**config.mk**
```make
export PLATFORM = sky130hd
export DESIGN_NAME = cmd_mailbox
export DESIGN_NICKNAME = d
export VERILOG_FILES = /design/src/rtl/mbx_pkg.sv /design/src/rtl/mbx_regs.sv /design/src/rtl/mbx_decode.sv /design/src/rtl/mbx_fsm.sv /design/src/rtl/cmd_mailbox.sv
export SDC_FILE = /design/constraint.sdc
export NUM_CORES = 1
export LEC_CHECK = 0
export ABC_AREA = 0
export CAP_MARGIN = 20
export CELL_PAD_IN_SITES_DETAIL_PLACEMENT = 0
export CELL_PAD_IN_SITES_GLOBAL_PLACEMENT = 2
export CORE_ASPECT_RATIO = 0.5
export CORE_MARGIN = 2
export CORE_UTILIZATION = 31
export CTS_CLUSTER_DIAMETER = 60
export DETAILED_ROUTE_END_ITERATION = 10
export GPL_TIMING_DRIVEN = 0
export HOLD_SLACK_MARGIN = 0.08
export PLACE_DENSITY = 0.92
export SYNTH_ARGS = -nofsm -noshare
export SYNTH_HDL_FRONTEND = slang
export SYNTH_SLANG_ARGS = --single-unit
```
**constraint.sdc**
```tcl
create_clock -name clk -period 3.4 [get_ports clk]
set_clock_uncertainty 0.2 [all_clocks]
set_input_delay 0.34 -clock clk [delete_from_list [all_inputs] [get_ports clk]]
set_output_delay 0.34 -clock clk [all_outputs]
set_load 0.005 [all_outputs]
```
**src/rtl/mbx_pkg.sv**
```systemverilog
package mbx_pkg;
    localparam int WORD_W  = 32;
    localparam int LANES   = WORD_W / 8;

    typedef enum logic [1:0] {
        KIND_OTHER     = 2'd0,
        KIND_LEVEL     = 2'd1,
        KIND_PIPE      = 2'd2,
        KIND_BACKLIGHT = 2'd3
    } cmd_kind_e;

    typedef enum logic {
        ST_IDLE = 1'b0,
        ST_BUSY = 1'b1
    } mbx_state_e;

    typedef struct packed {
        cmd_kind_e          kind;
        logic [7:0]         operand;
        logic [WORD_W-1:0]  data;
        logic               disable_now;
    } cmd_t;
endpackage

```
**src/rtl/mbx_regs.sv**
```systemverilog
module mbx_regs
    import mbx_pkg::*;
#(
    parameter int ADDR_W = 2
) (
    input  logic               clk,
    input  logic               rst_n,
    input  logic               wr,
    input  logic [ADDR_W-1:0]  addr,
    input  logic [LANES-1:0]   be,
    input  logic [WORD_W-1:0]  wdata,
    input  logic               busy,
    output logic [WORD_W-1:0]  data_q,
    output logic [WORD_W-1:0]  cmd_q,
    output logic               overrun_q,
    output logic               ring
);
    localparam logic [ADDR_W-1:0] A_CTRL = ADDR_W'(0);
    localparam logic [ADDR_W-1:0] A_DATA = ADDR_W'(1);
    localparam logic [ADDR_W-1:0] A_CMD  = ADDR_W'(2);

    logic wr_data, wr_cmd;
    assign wr_data = wr && !busy && (addr == A_DATA);
    assign wr_cmd  = wr && !busy && (addr == A_CMD);
    assign ring    = wr && !busy && (addr == A_CTRL) && wdata[0];

    for (genvar i = 0; i < LANES; i++) begin : g_lane
        always_ff @(posedge clk) begin
            if (!rst_n) begin
                data_q[8*i +: 8] <= '0;
                cmd_q[8*i +: 8]  <= '0;
            end else begin
                if (wr_data && be[i]) data_q[8*i +: 8] <= wdata[8*i +: 8];
                if (wr_cmd && be[i])  cmd_q[8*i +: 8]  <= wdata[8*i +: 8];
            end
        end
    end

    always_ff @(posedge clk) begin
        if (!rst_n)
            overrun_q <= 1'b0;
        else if (wr && busy && (addr == A_DATA || addr == A_CMD))
            overrun_q <= 1'b1;
    end


    frozen_while_busy_chk: assert property (@(posedge clk) disable iff (!rst_n)
        busy |=> ($stable(cmd_q) && $stable(data_q)));

    overrun_sticky_chk: assert property (@(posedge clk) disable iff (!rst_n)
        overrun_q |=> overrun_q);
endmodule

```
**src/rtl/mbx_decode.sv**
```systemverilog
module mbx_decode
    import mbx_pkg::*;
#(
    parameter logic [7:0] OPC_LEVEL     = 8'h65,
    parameter logic [7:0] OPC_PIPE      = 8'h66,
    parameter logic [7:0] OPC_BACKLIGHT = 8'h67,
    parameter logic [7:0] PIPE_KILL     = 8'hFF
) (
    input  logic [WORD_W-1:0] cmd_word,
    input  logic [WORD_W-1:0] data_word,
    output cmd_t              dec
);
    logic [7:0] opc, lane1, lane2;
    assign opc   = cmd_word[7:0];
    assign lane1 = cmd_word[15:8];
    assign lane2 = cmd_word[23:16];

    always_comb begin
        dec.kind        = KIND_OTHER;
        dec.operand     = 8'h00;
        dec.data        = data_word;
        dec.disable_now = 1'b0;
        if (opc == OPC_LEVEL) begin
            dec.kind    = KIND_LEVEL;
            dec.operand = lane2;
        end else if (opc == OPC_PIPE) begin
            dec.kind        = KIND_PIPE;
            dec.operand     = lane1;
            dec.disable_now = (lane1 == PIPE_KILL);
        end else if (opc == OPC_BACKLIGHT) begin
            dec.kind    = KIND_BACKLIGHT;
            dec.operand = lane1;
            if (lane1 == 8'h00) dec.data = '0;
        end
    end
endmodule

```
**src/rtl/mbx_fsm.sv**
```systemverilog
module mbx_fsm
    import mbx_pkg::*;
(
    input  logic clk,
    input  logic rst_n,
    input  logic ring,
    input  logic done,
    input  cmd_t dec,
    output logic busy,
    output logic valid_q,
    output cmd_t out_q
);
    mbx_state_e state_q, state_d;

    always_comb begin
        state_d = state_q;
        unique case (state_q)
            ST_IDLE: if (ring) state_d = ST_BUSY;
            ST_BUSY: if (done) state_d = ST_IDLE;
        endcase
    end

    always_ff @(posedge clk) begin
        if (!rst_n) state_q <= ST_IDLE;
        else        state_q <= state_d;
    end

    always_ff @(posedge clk) begin
        if (!rst_n) begin
            valid_q <= 1'b0;
            out_q   <= '0;
        end else begin
            valid_q <= (state_q == ST_BUSY) && done;
            if ((state_q == ST_BUSY) && done) out_q <= dec;
        end
    end

    assign busy = (state_q == ST_BUSY);


    ring_sets_busy_chk: assert property (@(posedge clk) disable iff (!rst_n)
        (!busy && ring) |=> busy);

    done_retires_chk: assert property (@(posedge clk) disable iff (!rst_n)
        (busy && done) |=> (!busy && valid_q));

    strobe_single_chk: assert property (@(posedge clk) disable iff (!rst_n)
        valid_q |=> !valid_q);

    idle_no_strobe_chk: assert property (@(posedge clk) disable iff (!rst_n)
        !busy |=> !valid_q);

    busy_holds_chk: assert property (@(posedge clk) disable iff (!rst_n)
        (busy && !done) |=> busy);
endmodule

```
**src/rtl/cmd_mailbox.sv**
```systemverilog
module cmd_mailbox
    import mbx_pkg::*;
(
    input  logic        clk,
    input  logic        rst_n,
    input  logic        bus_wr,
    input  logic [1:0]  bus_addr,
    input  logic [3:0]  bus_be,
    input  logic [31:0] bus_wdata,
    output logic [31:0] bus_rdata,
    output logic        mcu_irq,
    input  logic        mcu_done,
    output logic        cmd_valid,
    output logic [1:0]  cmd_kind,
    output logic [7:0]  cmd_operand,
    output logic [31:0] cmd_data,
    output logic        cmd_disable
);
    logic [WORD_W-1:0] data_q, cmd_q;
    logic              overrun_q, ring, busy;
    cmd_t              dec, out_q;

    mbx_regs #(.ADDR_W(2)) u_regs (
        .clk(clk), .rst_n(rst_n), .wr(bus_wr), .addr(bus_addr), .be(bus_be),
        .wdata(bus_wdata), .busy(busy), .data_q(data_q), .cmd_q(cmd_q),
        .overrun_q(overrun_q), .ring(ring)
    );

    mbx_decode u_dec (.cmd_word(cmd_q), .data_word(data_q), .dec(dec));

    mbx_fsm u_fsm (
        .clk(clk), .rst_n(rst_n), .ring(ring), .done(mcu_done), .dec(dec),
        .busy(busy), .valid_q(cmd_valid), .out_q(out_q)
    );

    always_comb begin
        unique case (bus_addr)
            2'd0:    bus_rdata = {30'd0, overrun_q, busy};
            2'd1:    bus_rdata = data_q;
            2'd2:    bus_rdata = cmd_q;
            default: bus_rdata = '0;
        endcase
    end

    assign mcu_irq     = busy;
    assign cmd_kind    = out_q.kind;
    assign cmd_operand = out_q.operand;
    assign cmd_data    = out_q.data;
    assign cmd_disable = out_q.disable_now;


    disable_only_pipe_chk: assert property (@(posedge clk) disable iff (!rst_n)
        (cmd_valid && cmd_disable) |-> (cmd_kind == 2'd2 && cmd_operand == 8'hFF));
endmodule

```
## Word-level counts from Yosys, hierarchy flattened

Index checks and enable logic that the tools add are counted.

- Flip-flop bits (word level): 110
- Input bits: 42
- Word-level logic and storage cells: 53

- Eq/ne operators: 6
- Bitwise logic cells: 1
- Reduce and logical (&&, ||, !) cells: 20
- Multiplexer cells: 11

Operator list:

| cell | count |
|---|---|
| one-hot mux 32 bit (3 select lines) | 1 |
| 2-to-1 mux 32 bit | 2 |
| 2-to-1 mux 42 bit | 1 |
| 2-to-1 mux 33 bit | 1 |
| == test 8 x 7 -> 1 bit, second input constant | 3 |
| 2-to-1 mux 10 bit | 2 |
| logical AND 1 bit | 16 |
| == test 8 bit, second input constant | 1 |
| zero test 8 bit | 1 |
| 2-to-1 mux 1 bit | 3 |
| == test 2 x 1 -> 1 bit, second input constant | 1 |
| == test 2 bit, second input constant | 1 |
| zero test 2 bit | 1 |
| one-hot mux 1 bit (2 select lines) | 1 |
| zero test 1 bit | 1 |
| logical OR 1 bit | 1 |
| NOT 1 bit | 1 |

## Depth between registers and ports, before layout

- Depth after elaboration: 6
- Gate-level depth with buffers: 7
- Depth with buffers taken out: 5

## Hierarchy

A second synthesis with hierarchy kept.

- Cell total of the unflattened synthesis: 578
- Area total of the unflattened synthesis: 5377.7 um2

Modules (own cells, without submodules):

| module | area each (um2) | cells an instance | instances |
|---|---|---|---|
| mbx_regs | 2578.7 | 261 | 1 |
| mbx_fsm | 1926.8 | 204 | 1 |
| mbx_decode | 474.2 | 70 | 1 |
| cmd_mailbox | 397.9 | 43 | 1 |

## Worst setup path after synthesis

OpenSTA, ideal clock, no wires.

- Kind: input-to-output
- From: input port bus_addr[1]
- To: output port bus_rdata[10]
- Buffers on the path: 2
- Data arrival time: 1363 ps
- Cell stages on the path: 6
- Slack: 1497 ps
- Cells stage by stage: inv_1 > ha_1 > clkbuf_1 > clkbuf_1 > a22oi_1 > nor2_1

- Longest elaborated chain between the ends: 2
- Elaborated cells on any way between the ends: 4

Ends and longest elaborated chain:

| element | RTL line | RTL |
|---|---|---|
| from (decl) | cmd_mailbox.sv:7 | `input logic [1:0] bus_addr,` |
| == test 2 bit (tied with other cells) | cmd_mailbox.sv:37 | `unique case (bus_addr)` |
| one-hot mux 32 bit (3 select lines) (*) | cmd_mailbox.sv:37 |  |
| to (decl) | cmd_mailbox.sv:10 | `output logic [31:0] bus_rdata,` |

Every way passes the cells marked *; elsewhere a longest branch is shown, timed or not.

## Worst setup path in the final report

- From: input port bus_addr[1]
- To: output port bus_rdata[12]

Same word-level chain as after synthesis.

==> parameters.txt <==
Parameter                              Value

Detailed routing
  Via/cell ratio ... approximately 5.3
  Final wirelength ... around 19 mm
  DR DRC count ... 0
  Starting DRT DRC Count ... 391
  Via count ... approximately 5,400
  Antenna-violating nets left ... 0
  Number of optimization iterations in the first detailed-route pass ... 5
  Wire length per cell after detailed routing ... ~18 um

Worst setup path
  Critical-path maximum fanout ... 10
  Terminus of the critical flop-to-flop path ... u_regs.data_q[12]$_SDFFE_PN0P_
  Required time of the critical path ... around 2.9 ns
  Cell depth of the worst flop-to-flop path ... 5
  Category of the most critical setup path ... in -> out
  Arrival @ worst endpoint ... about 2.6 ns
  Critical Path End Type ... output port
  Critical Path Source Type ... input pin
  Startpoint of the worst-slack reg-to-reg timing path ... u_fsm.busy$_SDFF_PN0_
  R2r setup slk ... 1.21 ns

Placement
  Quantity of I/O buffers inserted on ports ... about 120
  HPWL Detailed ... ~14 mm
  GPL Wtd Cong ... approximately 0.84
  Placed instance count ... 1,006
  Post-Place Cell Area ... 0.00680 sq mm

Synthesis
  Largest cells by area after synthesis ... dfxtp_1 41%, nand2_1 12%, a21boi_0 9.3%, and4_1 5.7%, o31ai_1 4.5%
  Mean instance size in the synthesized netlist ... 8.08 sq um
  Total nets after synthesis ... ~700
  Post-synth EDFFs ... 0
  Async set or reset register ratio after synthesis ... 0%
  Synth area leader ... dfxtp_1
  Flip-flop and latch count after synthesis ... 110
  Count of cell types in the netlist ... 37
  Number of warning messages in the yosys log ... 0
  Syn Std Cell Area ... 0.00535 sq mm
  Sequential share of the synthesized area ... 41.2%
  Primary FF master, synth ... dfxtp_1
  Area fraction of the dominant cell type after synthesis ... 41.2%
  Number of instances in the synthesized netlist ... 662

Cells and area
  Filler-free cell count of the finished design ... between 1,000 and 1,500
  Area delta synth->final ... 32.7%
  Filler cell count ... 1,706
  Post-route design area ... a little over 0.007 sq mm
  Number of nets in the final layout ... 836
  Antenna cells ... 0
  Flip-flop and latch area ... between 0.002 and 0.0025 sq mm
  Fraction of final layout cells sized beyond drive strength 1 ... 4.78%
  Area taken by multi-input logic gates ... 0.00284 sq mm

Floorplanning
  Row count ... 33
  Width of the chip ... 190 um
  Core footprint ... around 0.017 sq mm
  I/O pin count ... 119
  Floorplan die height ... 96.9 um
  Die Outline Area ... 0.0184 sq mm
  Initial core utilization ... about a third

Power and ir drop
  Share of total power in combinational logic ... 9.6%
  Internal power ... 1.93 mW
  Net Switching ... roughly 670 uW
  Maximum ir drop on the vdd rail ... roughly 0.22 mV
  Fraction of power consumed by sequential logic ... 50.8%
  Net switching share of the total power ... ~26%
  Clock network power share ... 39.6%
  LEAKAGE ... about 2.5 nW
  Final total power ... approximately 2.6 mW
  Power per standard cell area ... 366 mW/mm^2

Clock tree
  Sink count of the clock tree ... 110
  Level count of the clock H-tree ... 3
  Clock Latency Late Sink ... 0.35 ns
  Clock tree from TritonCTS ... yes
  Clock transition at the registers of the reported paths ... 0.07 ns
  Clk Tree Root Cell ... clkbuf_16
  Max Buffers Root-to-Sink ... 2
  Number of buffers inserted during clock tree synthesis ... 9

STA
  Total negative setup slack ... 0 ns
  Final critical-path required period ... 3.17 ns
  Peak clock frequency supported by timing ... ~320 MHz
  Final hold viol count ... 0
  Final count of negative-setup-slack endpoints ... 0
  Max Transition Viols Final ... 0
  Measured slew at the worst slew-check pin ... about 0.94 ns
  Post-route clock period utilization ... 93.2%
  RSZ-0062 raised after global routing ... no
  Max-Slew Margin vs Limit ... 36.2%

Global route
  Antenna violations before repair ... 0
  Number of global-route vias before repair ... between 5,000 and 6,000
  GRT Residual Overflow ... 0
  Gr usage total ... 20.4%
  First-pass GRT wire length ... 29.0 mm
  Pin count of the biggest net entering global routing ... 19

Hold path
  Hold endpoint ... u_fsm.out_q[23]$_SDFFE_PN0P_
  Min-Delay Startpoint ... u_fsm.out_q[23]$_SDFFE_PN0P_
  Hold Path Cell Cnt ... 2
  Path category of the worst min-delay check ... reg -> reg

Run
  Max-capacitance violation count ... 0

Status
  Outcome ... complete, no violations
==> synth_stat cells, types with 2 or more instances <==
library cell,instances
or3_1,2
a222oi_1,2
and2_1,5
and3_1,2
dfxtp_1,110
buf_4,3
and4b_1,9
ha_1,4
nand2_1,166
nand4_1,2
inv_1,5
a21boi_0,66
a22oi_1,30
buf_6,4
nor4_1,3
nand3_1,35
nor2_1,32
clkbuf_1,55
a221o_2,6
and4_1,35
o21ai_0,32
o31ai_1,32
nand4b_1,8
==> area by class of cell <==
type / instances / share of cell area (%)
Clock inverter: 5 / 0.599
Multi-Input combinational cell: 483 / 40.1
Inverter: 5 / 0.264
Timing Repair Buffer: 117 / 16.5
Buffer: 64 / 4.13
Clock buffer: 11 / 3.42
Sequential cell: 110 / 31.0
Tap cell: 227 / 4.00
==> power groups by stage <==
stage	logic [mW]	clock network (mW)	registers, mW
detailed placement	0.244	0	1.35
finish	0.249	1.03	1.32
floorplan	0.117	0	1.34
global route	0.269	1.09	1.32
global placement	0.244	0	1.35
CTS	0.246	1.05	1.32
==> per-layer routing <==
metal / vias to the layer above / track usage [%] / routed length [um]
met1: 2576 / 29.6 / 9090
met3: 21 / 4.72 / 1230
met5: - / 0 / 0
li1: 2621 / - / -
met2: 168 / 30.1 / 8150
met4: 0 / 5.19 / 299
==> layout by cell type, fill, tap and decap left out, drive strengths merged <==
cell and n:
dfxtp 110, ha 4, a21boi 67, a211o 1
o21ai 32, and4b 9, inv 6, a31oi 1
and3 2, mux2i 1, nor2b 1, or4b 1
buf 10, a222oi 2, and2 5, o31ai 32
nand3 35, nand2b 1, nor4 4, clkinv 3
nand4b 8, or3 2, clkdlybuf4s50 117, a22o 1
and4 35, a221o 7, a22oi 30, nor4b 1
clkbuf 65, nand2 166, clkinvlp 1, nor2 32
or4 1, nand4 2
==> stage by stage <==
stage          hold slack (ns)  worst slack [ns]  util, %
2_1_floorplan            0.243              1.50        -
6_report                 0.259             0.232     42.6
3_3_place_gp             0.243            -0.166     40.9
5_1_grt                  0.282             0.123     42.6
3_5_place_dp             0.248            -0.157     40.9
4_1_cts                  0.265            0.0237     42.6
==> worst max-delay path: stages <==
cell and delay [ns]:
clkdlybuf4s50_1 0.48, inv_1 0.11, ha_1 0.24, clkbuf_2 0.25, clkbuf_2 0.34, a22oi_1 0.15, nor2_1 0.17, clkdlybuf4s50_1 0.54
==> sequential cells by signal, indices dropped and copies added (netlist names) <==
name	flops
u_fsm.out_q	43
u_regs.cmd_q	32
u_regs.data_q	32
u_fsm.busy	1
u_fsm.valid_q	1
u_regs.overrun_q	1
==> worst max path at each step <==
stage                      startpoint  cells after the start  slack [ns]       endpoint
after global routing      bus_addr[0]                      8        0.12  bus_rdata[27]
final                     bus_addr[1]                      8        0.23  bus_rdata[12]
after CTS                 bus_addr[0]                      8        0.02   bus_rdata[8]
after floorplan           bus_addr[1]                      6        1.50  bus_rdata[10]
after global placement    bus_addr[1]                      8       -0.17  bus_rdata[15]
after detailed placement  bus_addr[1]                      8       -0.16  bus_rdata[15]
==> repair_timing <==
| item | 4_1_cts | 5_1_grt |
|---|---|---|
| hold buffers | 0 | 0 |
| setup endpoints to repair | 23 | 22 |
| gates resized for setup | 5 | 7 |
| cloned | 0 | 0 |
| setup buffers | 0 | 0 |
==> logic make-up after synthesis <==
logic type                 after synthesis  share of synthesized area, %
and+or+nand+nor                        305                          28.7
AOI/OAI and AO/OA                      173                          23.4
adders and majority gates                4                         0.936
DFF                                    110                          41.2
buffers and inverters                   69                          5.64
muxes                                    1                         0.187
Note: power is estimated with default switching activity, not from simulation.
